<file path="src/rtl/canrxf_pkg.sv">
package canrxf_pkg;
  localparam int ID_W   = 29;
  localparam int DLC_W  = 4;
  localparam int DATA_W = 64;

  typedef struct packed {
    logic [ID_W-1:0]   id;
    logic              ide;
    logic [DLC_W-1:0]  dlc;
    logic [DATA_W-1:0] data;
  } canFrame_t;

  // strobes from control to datapath
  typedef struct packed {
    logic push;
    logic pop;
    logic cfgWr;
  } fifoCtl_t;
endpackage

</file>
<file path="src/rtl/canrxf_data.sv">
module canrxf_data
  import canrxf_pkg::*;
#(
  parameter int NUM_FILT = 16,
  parameter int NUM_IND  = 10,
  parameter int DEPTH    = 6,
  parameter int HIT_W    = $clog2(NUM_FILT),
  parameter int PTR_W    = $clog2(DEPTH)
) (
  input  logic             clk,
  input  logic             rstN,
  input  fifoCtl_t         ctl,
  input  logic             cfgSel,
  input  logic [HIT_W-1:0] cfgIdx,
  input  logic [ID_W-1:0]  cfgId,
  input  logic             cfgIde,
  input  logic             cfgEn,
  input  canFrame_t        frm,
  input  logic [PTR_W-1:0] wrPtr,
  input  logic [PTR_W-1:0] rdPtr,
  output logic             hitAny,
  output canFrame_t        headFrame,
  output logic [HIT_W-1:0] headHit
);
  logic [ID_W-1:0] fltId     [NUM_FILT];
  logic            fltIde    [NUM_FILT];
  logic            fltEn     [NUM_FILT];
  logic [ID_W-1:0] indMask   [NUM_IND];
  logic [ID_W-1:0] sharedMask;
  logic [ID_W-1:0] effMask   [NUM_FILT];
  logic [NUM_FILT-1:0] hitVec;
  logic [HIT_W-1:0]    hitIdx;

  canFrame_t        memF [DEPTH];
  logic [HIT_W-1:0] memH [DEPTH];

  // table writes
  always_ff @(posedge clk or negedge rstN) begin
    if (!rstN) begin
      for (int i = 0; i < NUM_FILT; i++) begin
        fltId[i]  <= '0;
        fltIde[i] <= 1'b0;
        fltEn[i]  <= 1'b0;
      end
      for (int i = 0; i < NUM_IND; i++) indMask[i] <= '1;
      sharedMask <= '1;
    end else if (ctl.cfgWr && (int'(cfgIdx) < NUM_FILT)) begin
      if (!cfgSel) begin
        fltId[cfgIdx]  <= cfgId;
        fltIde[cfgIdx] <= cfgIde;
        fltEn[cfgIdx]  <= cfgEn;
      end else if (int'(cfgIdx) < NUM_IND) begin
        indMask[cfgIdx] <= cfgId;
      end else begin
        sharedMask <= cfgId;
      end
    end
  end

  // per-element compare; the mask source is picked by position
  for (genvar g = 0; g < NUM_FILT; g++) begin : g_filt
    if (g < NUM_IND) begin : g_ind
      assign effMask[g] = indMask[g];
    end else begin : g_shr
      assign effMask[g] = sharedMask;
    end
    assign hitVec[g] = fltEn[g] && (fltIde[g] == frm.ide) &&
                       (((frm.id ^ fltId[g]) & effMask[g]) == '0);
  end

  // lowest index wins
  always_comb begin
    hitIdx = '0;
    for (int i = NUM_FILT - 1; i >= 0; i--) begin
      if (hitVec[i]) hitIdx = HIT_W'(i);
    end
  end
  assign hitAny = |hitVec;

  always_ff @(posedge clk) begin
    if (ctl.push) begin
      memF[wrPtr] <= frm;
      memH[wrPtr] <= hitIdx;
    end
  end

  assign headFrame = memF[rdPtr];
  assign headHit   = memH[rdPtr];
endmodule

</file>
<file path="src/rtl/canrxf_ctrl.sv">
module canrxf_ctrl
  import canrxf_pkg::*;
#(
  parameter int DEPTH    = 6,
  parameter int WARN_LVL = 5,
  parameter int PTR_W    = $clog2(DEPTH),
  parameter int CNT_W    = $clog2(DEPTH + 1)
) (
  input  logic             clk,
  input  logic             rstN,
  input  logic             enable,
  input  logic             cfgWe,
  input  logic             frmValid,
  input  logic             hitAny,
  input  logic             popReq,
  input  logic [1:0]       flagClr,
  output fifoCtl_t         ctl,
  output logic [PTR_W-1:0] wrPtr,
  output logic [PTR_W-1:0] rdPtr,
  output logic [CNT_W-1:0] count,
  output logic             irq,
  output logic             ovfFlag,
  output logic             warnFlag
);
  logic full, empty, accept, drop;
  logic [CNT_W-1:0] cntNext;

  function automatic logic [PTR_W-1:0] stepPtr(input logic [PTR_W-1:0] p);
    return (p == PTR_W'(DEPTH - 1)) ? '0 : p + 1'b1;
  endfunction

  assign full   = (count == CNT_W'(DEPTH));
  assign empty  = (count == '0);
  assign accept = enable && frmValid && hitAny;
  assign drop   = accept && full;

  assign ctl.cfgWr = cfgWe && !enable;
  assign ctl.push  = accept && !full;
  assign ctl.pop   = popReq && !empty;

  always_comb begin
    cntNext = count;
    if (ctl.push && !ctl.pop)      cntNext = count + 1'b1;
    else if (ctl.pop && !ctl.push) cntNext = count - 1'b1;
  end

  always_ff @(posedge clk or negedge rstN) begin
    if (!rstN) begin
      count    <= '0;
      wrPtr    <= '0;
      rdPtr    <= '0;
      ovfFlag  <= 1'b0;
      warnFlag <= 1'b0;
    end else begin
      count <= cntNext;
      if (ctl.push) wrPtr <= stepPtr(wrPtr);
      if (ctl.pop)  rdPtr <= stepPtr(rdPtr);
      ovfFlag  <= drop || (ovfFlag && !flagClr[0]);
      warnFlag <= (ctl.push && cntNext == CNT_W'(WARN_LVL)) ||
                  (warnFlag && !flagClr[1]);
    end
  end

  assign irq = !empty;
endmodule

</file>
<file path="src/rtl/canrxf_top.sv">
module canrxf_top
  import canrxf_pkg::*;
#(
  parameter int NUM_FILT = 16,
  parameter int NUM_IND  = 10,
  parameter int DEPTH    = 6,
  parameter int WARN_LVL = 5
) (
  input  logic        clk,
  input  logic        rstN,
  input  logic        enable,
  input  logic        cfgWe,
  input  logic        cfgSel,
  input  logic [3:0]  cfgIdx,
  input  logic [28:0] cfgId,
  input  logic        cfgIde,
  input  logic        cfgEn,
  input  logic        frmValid,
  input  logic [28:0] frmId,
  input  logic        frmIde,
  input  logic [3:0]  frmDlc,
  input  logic [63:0] frmData,
  input  logic        popReq,
  input  logic [1:0]  flagClr,
  output logic [28:0] rdId,
  output logic        rdIde,
  output logic [3:0]  rdDlc,
  output logic [63:0] rdData,
  output logic [3:0]  rdHit,
  output logic        irq,
  output logic        ovfFlag,
  output logic        warnFlag
);
  localparam int HIT_W = $clog2(NUM_FILT);
  localparam int PTR_W = $clog2(DEPTH);
  localparam int CNT_W = $clog2(DEPTH + 1);

  fifoCtl_t         ctl;
  canFrame_t        inFrame, headFrame;
  logic [PTR_W-1:0] wrPtr, rdPtr;
  logic [CNT_W-1:0] fifoCount;
  logic             hitAny;

  assign inFrame = '{id: frmId, ide: frmIde, dlc: frmDlc, data: frmData};

  canrxf_ctrl #(.DEPTH(DEPTH), .WARN_LVL(WARN_LVL), .PTR_W(PTR_W), .CNT_W(CNT_W)) u_ctrl (
    .clk(clk), .rstN(rstN), .enable(enable), .cfgWe(cfgWe), .frmValid(frmValid),
    .hitAny(hitAny), .popReq(popReq), .flagClr(flagClr), .ctl(ctl),
    .wrPtr(wrPtr), .rdPtr(rdPtr), .count(fifoCount), .irq(irq),
    .ovfFlag(ovfFlag), .warnFlag(warnFlag)
  );

  canrxf_data #(.NUM_FILT(NUM_FILT), .NUM_IND(NUM_IND), .DEPTH(DEPTH),
                .HIT_W(HIT_W), .PTR_W(PTR_W)) u_data (
    .clk(clk), .rstN(rstN), .ctl(ctl), .cfgSel(cfgSel), .cfgIdx(cfgIdx),
    .cfgId(cfgId), .cfgIde(cfgIde), .cfgEn(cfgEn), .frm(inFrame),
    .wrPtr(wrPtr), .rdPtr(rdPtr), .hitAny(hitAny),
    .headFrame(headFrame), .headHit(rdHit)
  );

  assign rdId   = headFrame.id;
  assign rdIde  = headFrame.ide;
  assign rdDlc  = headFrame.dlc;
  assign rdData = headFrame.data;
endmodule

</file>
<file path="config.mk">
export PLATFORM = sky130hd
export DESIGN_NAME = canrxf_top
export DESIGN_NICKNAME = d
export VERILOG_FILES = /design/src/rtl/canrxf_pkg.sv /design/src/rtl/canrxf_data.sv /design/src/rtl/canrxf_ctrl.sv /design/src/rtl/canrxf_top.sv
export SDC_FILE = /design/constraint.sdc
export NUM_CORES = 2
export LEC_CHECK = 0
export ABC_AREA = 1
export ABC_CLOCK_PERIOD_IN_PS = 9850
export BUFFER_PORTS_ARGS = -buffer_cell sky130_fd_sc_hd__buf_2
export CAP_MARGIN = 15
export CELL_PAD_IN_SITES_DETAIL_PLACEMENT = 0
export CELL_PAD_IN_SITES_GLOBAL_PLACEMENT = 1
export CORE_MARGIN = 2
export CORE_UTILIZATION = 44
export DETAILED_ROUTE_END_ITERATION = 6
export GPL_TIMING_DRIVEN = 1
export PLACE_DENSITY_LB_ADDON = 0.2
export SETUP_SLACK_MARGIN = 0.2
export SLEW_MARGIN = 20
export SYNTH_ARGS = -nofsm -noshare
export SYNTH_HDL_FRONTEND = slang
export SYNTH_SLANG_ARGS = --single-unit
export TNS_END_PERCENT = 30
</file>
<file path="constraint.sdc">
create_clock -name clk -period 9.85 [get_ports clk]
set_clock_uncertainty 0.15 [all_clocks]
set_input_delay 0.985 -clock clk [delete_from_list [all_inputs] [get_ports clk]]
set_output_delay 0.985 -clock clk [all_outputs]
set_load 0.005 [all_outputs]
</file>
# Word-level counts from Yosys, hierarchy flattened
# Memory sizes are Yosys's and may differ from the RTL's.
# Cells that the tools add are included.
dict set report totals {
  memories 2
  ramBits 612
  romBits 0
  latchBits 0
  out_inout_bits 105
  wordCells 232
  ff_bits 826
  inputBits 142
}
# name depth word_bits rd rd_ports_with_merged_regs write_ports line
set mem_list {}
lappend mem_list {u_data.memF 6 98 1 0 1 canrxf_data.sv:34} ;# canFrame_t memF [DEPTH];
lappend mem_list {u_data.memH 6 4 1 0 1 canrxf_data.sv:35} ;# logic [HIT_W-1:0] memH [DEPTH];
dict set report classes {
  n_eq_ne 20
  bitwise 35
  n_mul 0
  div_mod_pow 0
  magnitude_cmp 3
  n_mux 30
  add_sub_neg 4
  shifts 0
  reduce_logical 74
}
# op n
set ops {}
lappend ops {{$and A29 B29 Y29} 16}
lappend ops {{$bwmux W464} 1}
lappend ops {{$logic_not A29 Y1} 16}
lappend ops {{$xor A29 B29 Y29} 16}
lappend ops {{$bwmux W290} 1}
lappend ops {{$demux W29 S4} 1}
lappend ops {{$mux W4} 16}
lappend ops {{$logic_and A1 B1 Y1} 44}
lappend ops {{$bwmux W16} 2}
lappend ops {{$mux W29} 1}
lappend ops {{$eq A1 B1 Y1} 16}
lappend ops {{$reduce_or A16 Y1} 1}
lappend ops {{$eq A3 B3 Y1 const B} 4}
lappend ops {{$mux W3} 4}
lappend ops {{$add A3 B1 Y3 const B} 3}
lappend ops {{$logic_not A1 Y1} 7}
lappend ops {{$reduce_and A3 Y1} 2}
lappend ops {{$ge A5 B5 Y1 const B} 1}
lappend ops {{$lt A5 B1 Y1 const B} 1}
lappend ops {{$not A4 Y5} 1}
lappend ops {{$demux W1 S4} 1}
lappend ops {{$lt A4 B4 Y1 const B} 1}
lappend ops {{$logic_not A3 Y1} 1}
lappend ops {{$mux W1} 3}
lappend ops {{4 further kinds} 6}

# Logic depth before layout (Yosys ltp)
dict set report depth {
  ltp_word 20
  mapped_depth 24
  ltp_nobuf 23
}

# Cells and area by module
# From an unflattened synthesis, not the netlist that was laid out.
dict set report hier_totals {
  hier_cells 6148
  hier_area_um2 61717.9
}
# mod seq_area_each_um2 n_inst area_per_inst_um2 cells_each
set modules_own_cells {}
lappend modules_own_cells {canrxf_data 39171.3 1 61033.5 6073}
lappend modules_own_cells {canrxf_ctrl 275.3 1 684.4 75}

# Worst setup path after synthesis
# Ideal clock, no wire load.
dict set report synth_timing {
  kind {input-to-reg}
  startpoint {input frmId[18]}
  endpoint {memory u_data.memF[0][0] in the netlist's numbering (enable)}
  n_path_buf 2
  setup_ns 0.689
  required_time_ns 9.011
  path_slack_ns -0.100
  t_arrival_ns 9.112
  cell_stages 16
  cell_sequence {buf_6 -> buf_6 -> or2_1 -> nand3_1 -> nand2_1 -> nor2_1 -> nand2_1 -> nor2_1 -> nand2_1 -> nand2_1 -> inv_2 -> nand2_2 -> nor2_2 -> nand2_4 -> nand3_4 -> nor3_1}
}
dict set report synth_between {
  elab_chain_cells 9
  word_cells_on_any_way 69
  classes_between {2 x mux; 32 x bitwise; 35 x reduce/logical}
}
# element line
set synth_rtl {}
lappend synth_rtl {{from (decl)} canrxf_top.sv:19} ;# input logic [28:0] frmId,
lappend synth_rtl {{$xor A29 B29 Y29} canrxf_data.sv:68} ;# (((frm.id ^ fltId[g]) & effMask[g]) == '0);
lappend synth_rtl {{$and A29 B29 Y29} canrxf_data.sv:68}
lappend synth_rtl {{$logic_not A29 Y1} canrxf_data.sv:68}
lappend synth_rtl {{$logic_and A1 B1 Y1} canrxf_data.sv:67} ;# assign hitVec[g] = fltEn[g] && (fltIde[g] == frm.ide) &&
lappend synth_rtl {{$reduce_or A16 Y1 (*)} canrxf_data.sv:78} ;# assign hitAny = |hitVec;
lappend synth_rtl {{$logic_and A1 B1 Y1 (*)} canrxf_ctrl.sv:34} ;# assign accept = enable && frmValid && hitAny;
lappend synth_rtl {{$logic_and A1 B1 Y1 (*)} canrxf_ctrl.sv:38} ;# assign ctl.push = accept && !full;
lappend synth_rtl {{$mux W1 (*)} canrxf_data.sv:81} ;# if (ctl.push) begin
lappend synth_rtl {{$mux W1 (implied by the code) (*)} canrxf_data.sv:82} ;# memF[wrPtr] <= frm;
lappend synth_rtl {{to (decl)} canrxf_data.sv:34}
# Every way passes the cells marked *; elsewhere a longest branch is shown, timed or not.

# Worst setup path in the final report
dict set report layout_timing {
  startpoint {register u_ctrl.rdPtr[0]}
  endpoint {output rdId[21]}
}
dict set report layout_between {
  elab_chain_cells 1
}
# element line
set layout_rtl {}
lappend layout_rtl {{from (decl)} canrxf_ctrl.sv:19} ;# output logic [PTR_W-1:0] rdPtr,
lappend layout_rtl {{from (signal assigned)} canrxf_ctrl.sv:57} ;# if (ctl.pop) rdPtr <= stepPtr(rdPtr);
lappend layout_rtl {{$mem_v2 Z6 W98} --}
lappend layout_rtl {{to (decl)} canrxf_top.sv:25} ;# output logic [28:0] rdId,
# Every way passes these cells.

==> impl_metrics.csv <==
group,metric,value,unit
synthesis,syn_avg_cell_area,9.33,um^2
floorplanning,die_y,381,um
route,drtPass1Iterations,5,
synthesis,syn_inst,6696,
clock_tree,cts_sinks,1438,
place,io_buffers,246,
route,drc,0,
place,place_inst,8469,
synthesis,synth.area.top_cells,"edfxtp_1 (29%), dfrtp_1 (20%), dfstp_2 (13%)",
critical_path,cp.arrival,4.42,ns
floorplanning,die_w,381,um
route,routed_wl,174,mm
route,ant_nets,0,
clock_tree,clock_latency,0.79,ns
critical_path,rrSetupSlack,5.59,ns
critical_path,r2r_cells,16,
clock_tree,cts_root_buf,"clkbuf_16",
timing,hold_viol_final,0,
timing,clock.fmax,0.180,GHz
hold_path,hold_class,"in -> reg",
clock_tree,cts_tree,"yes",
synthesis,netlist.area_leader.share,0.294,
pwr,p_per_area,237,nW/um^2
cells_and_area,fillerInstances,13200,
synthesis,yosysSeqAreaShare,0.631,
clock_tree,numCtsBuffers,158,
critical_path,crit_type,"reg -> out",
cells_and_area,drive_above_1_share,0.140,
timing,min_period,5.56,ns
timing,rsz0062_at_grt,"no",
timing,relSlewSlack,0.258,
timing,drv_slew,0,
critical_path,critical_path_required,8.72,ns
hold_path,min_from,"flagClr[0]",
timing,fin_crit_sh,0.564,
synthesis,synth_fp_nets,6842,
timing,setup_viol,0,
synthesis,yosysTopAreaCell,"edfxtp_1",
cells_and_area,fin_util,0.497,
synthesis,yosysWarnings,0,
clock_tree,cts_buffer_depth,3,
grt,grt_antenna_before_repair,10,
floorplanning,core-area,141000,um^2
floorplanning,fp.dieArea,145000,um^2
route,drt-vias-per-instance,5.17,
floorplanning,pin_count,247,
clock_tree,h-tree-depth,4,
grt,grt_pass1_vias,43000,
grt,grt_pass1_wl,266,mm
cells_and_area,final_cell_mix,"nand2_1 (2147), o21ai_0 (1162), edfxtp_1 (612)",
synthesis,synthesis.area,62500,um^2
floorplanning,start_util,0.442,
cells_and_area,final_nets,6887,
grt,overflow,0,
cells_and_area,fin_cells,8772,
cells_and_area,area_growth,12.4,%
cells_and_area,final_common_cell,"nand2_1",
clock_tree,path_clk_slew,0.06,ns
pwr,leakagePower,28.4,nW
place,gp_congestion,0.800,
synthesis,yosysUniqueCellTypes,36,
critical_path,critPathMaxFanout,74,
synthesis,ys_ff_latch,1438,
flow_run,max_cap_violations,0,
timing,tightestPinTransition,1.11,ns
floorplanning,num_rows,138,
place,dp_hpwl,103,mm
critical_path,r2r-end,"u_data.memF[0][94]",
route,dr_total_vias,45300,
grt,grt_max_degree,168,
grt,grt_usage,0.239,
pwr,vdd_drop_max,0.000134,V
hold_path,min_delay_worst_endpoint,"u_ctrl.ovfFlag",
hold_path,worstHoldPathCells,2,
critical_path,endpoint_kind,"output pin",
route,drtIter0Drc,4067,
status,status,"finished clean",
route,routedWlPerCell,19.8,um
critical_path,start_kind,"register",
critical_path,timing.rr.start,"u_data.fltId[219]",
==> layer usage <==
metal	track usage	up-vias	share of wire
li1	-	22300	-
met1	0.331	21700	0.45
met2	0.386	1083	0.47
met3	0.0399	226	0.052
met4	0.0722	8	0.027
met5	0	-	0.00030
==> synthesized netlist by cell type, drive strengths merged <==
library cell,count
o21a,3
nor3b,1
buf,100
o21ai,1200
o32ai,1
dfrtp,507
xor2,35
nor3,5
inv,202
nand4,17
or2,162
dfstp,319
edfxtp,612
nor2,475
a21o,3
ha,4
clkbuf,321
o22ai,49
xnor2,2
nand2,2180
nand3,365
a21oi,131
o21bai,2
==> kinds of logic (layout without fill, tap and decap cells) <==
kind of cell | count (synthesis) | after routing | synth area share
AOI/OAI and AO/OA | 1389 | 1389 | 0.113
other | 0 | 5 | 0
DFF | 1438 | 1438 | 0.631
xor gates and xnor gates | 37 | 37 | 0.00519
and+or+nand+nor | 3205 | 3205 | 0.208
buffers and inverters | 623 | 804 | 0.0419
adders and majority gates | 4 | 4 | 0.000801
==> critical path, stage by stage, from the launching register on <==
cell	delay, ns
dfrtp_4	0.99
buf_4	0.75
buf_4	0.78
o21ai_0	0.18
o21ai_0	0.66
buf_2	0.24
==> flip-flops by register name, indices dropped and copies added, names as in the netlist, 3 cells and up <==
register	flops
u_ctrl.count	3
u_ctrl.rdPtr	3
u_ctrl.wrPtr	3
u_data.effMask	290
u_data.fltEn	16
u_data.fltId	464
u_data.fltIde	16
u_data.memF	588
u_data.memH	24
u_data.sharedMask	29
==> how the worst max path moves through the flow <==
stage                    start                  to  slack (ns)  depth (start not counted)
2_1_floorplan        frmId[18]   u_data.memF[0][0]       -0.10                         16
3_3_place_gp         frmId[27]  u_data.memF[0][80]        4.46                         17
3_5_place_dp         frmId[27]  u_data.memF[0][80]        4.41                         17
4_1_cts        u_ctrl.rdPtr[0]            rdId[21]        4.00                          5
5_1_grt        u_ctrl.rdPtr[0]            rdId[21]        3.94                          5
6_report       u_ctrl.rdPtr[0]            rdId[21]        4.29                          5
==> timing repair <==
item | in CTS | in global routing
gates resized for setup | 0 | 0
hold buffers | 1 | 0
buffers inserted | 0 | 0
endpoints found under the hold margin | 35 | 0
==> metrics by stage <==
stage               hold slack [ns]  area [um^2]  total power [mW]  setup TNS (ns)  worst slack (ns)
global placement              0.310        64900              10.8               0              4.46
CTS                           0.186        70200              16.8               0              4.00
floorplan                     0.297        62500              9.31          -20.47            -0.100
finish                        0.257        70200              16.7               0              4.29
detailed placement            0.317        64900              10.8               0              4.41
global route                  0.237        70200              17.6               0              3.94
==> report_power, final <==
part	switching, mW	total (mW)	leakage [nW]	internal (mW)
logic	2.27	3.35	10.2	1.08
registers	0.458	7.32	15.6	6.86
clock network	2.45	5.98	2.58	3.53
total	5.18	16.7	28.4	11.5
==> cell type report <==
cell class | count | area (um^2) | area share
Tap cell | 1890 | 2360 | 0.0337
Multi-Input combinational cell | 4635 | 20500 | 0.293
Inverter | 202 | 769 | 0.0110
Antenna cell | 5 | 12.5 | 0.000178
Clock buffer | 223 | 4480 | 0.0638
Sequential cell | 1438 | 39500 | 0.562
Clock inverter | 73 | 783 | 0.0112
Timing Repair Buffer | 306 | 1820 | 0.0259
(Power assumes the default switching activity.)
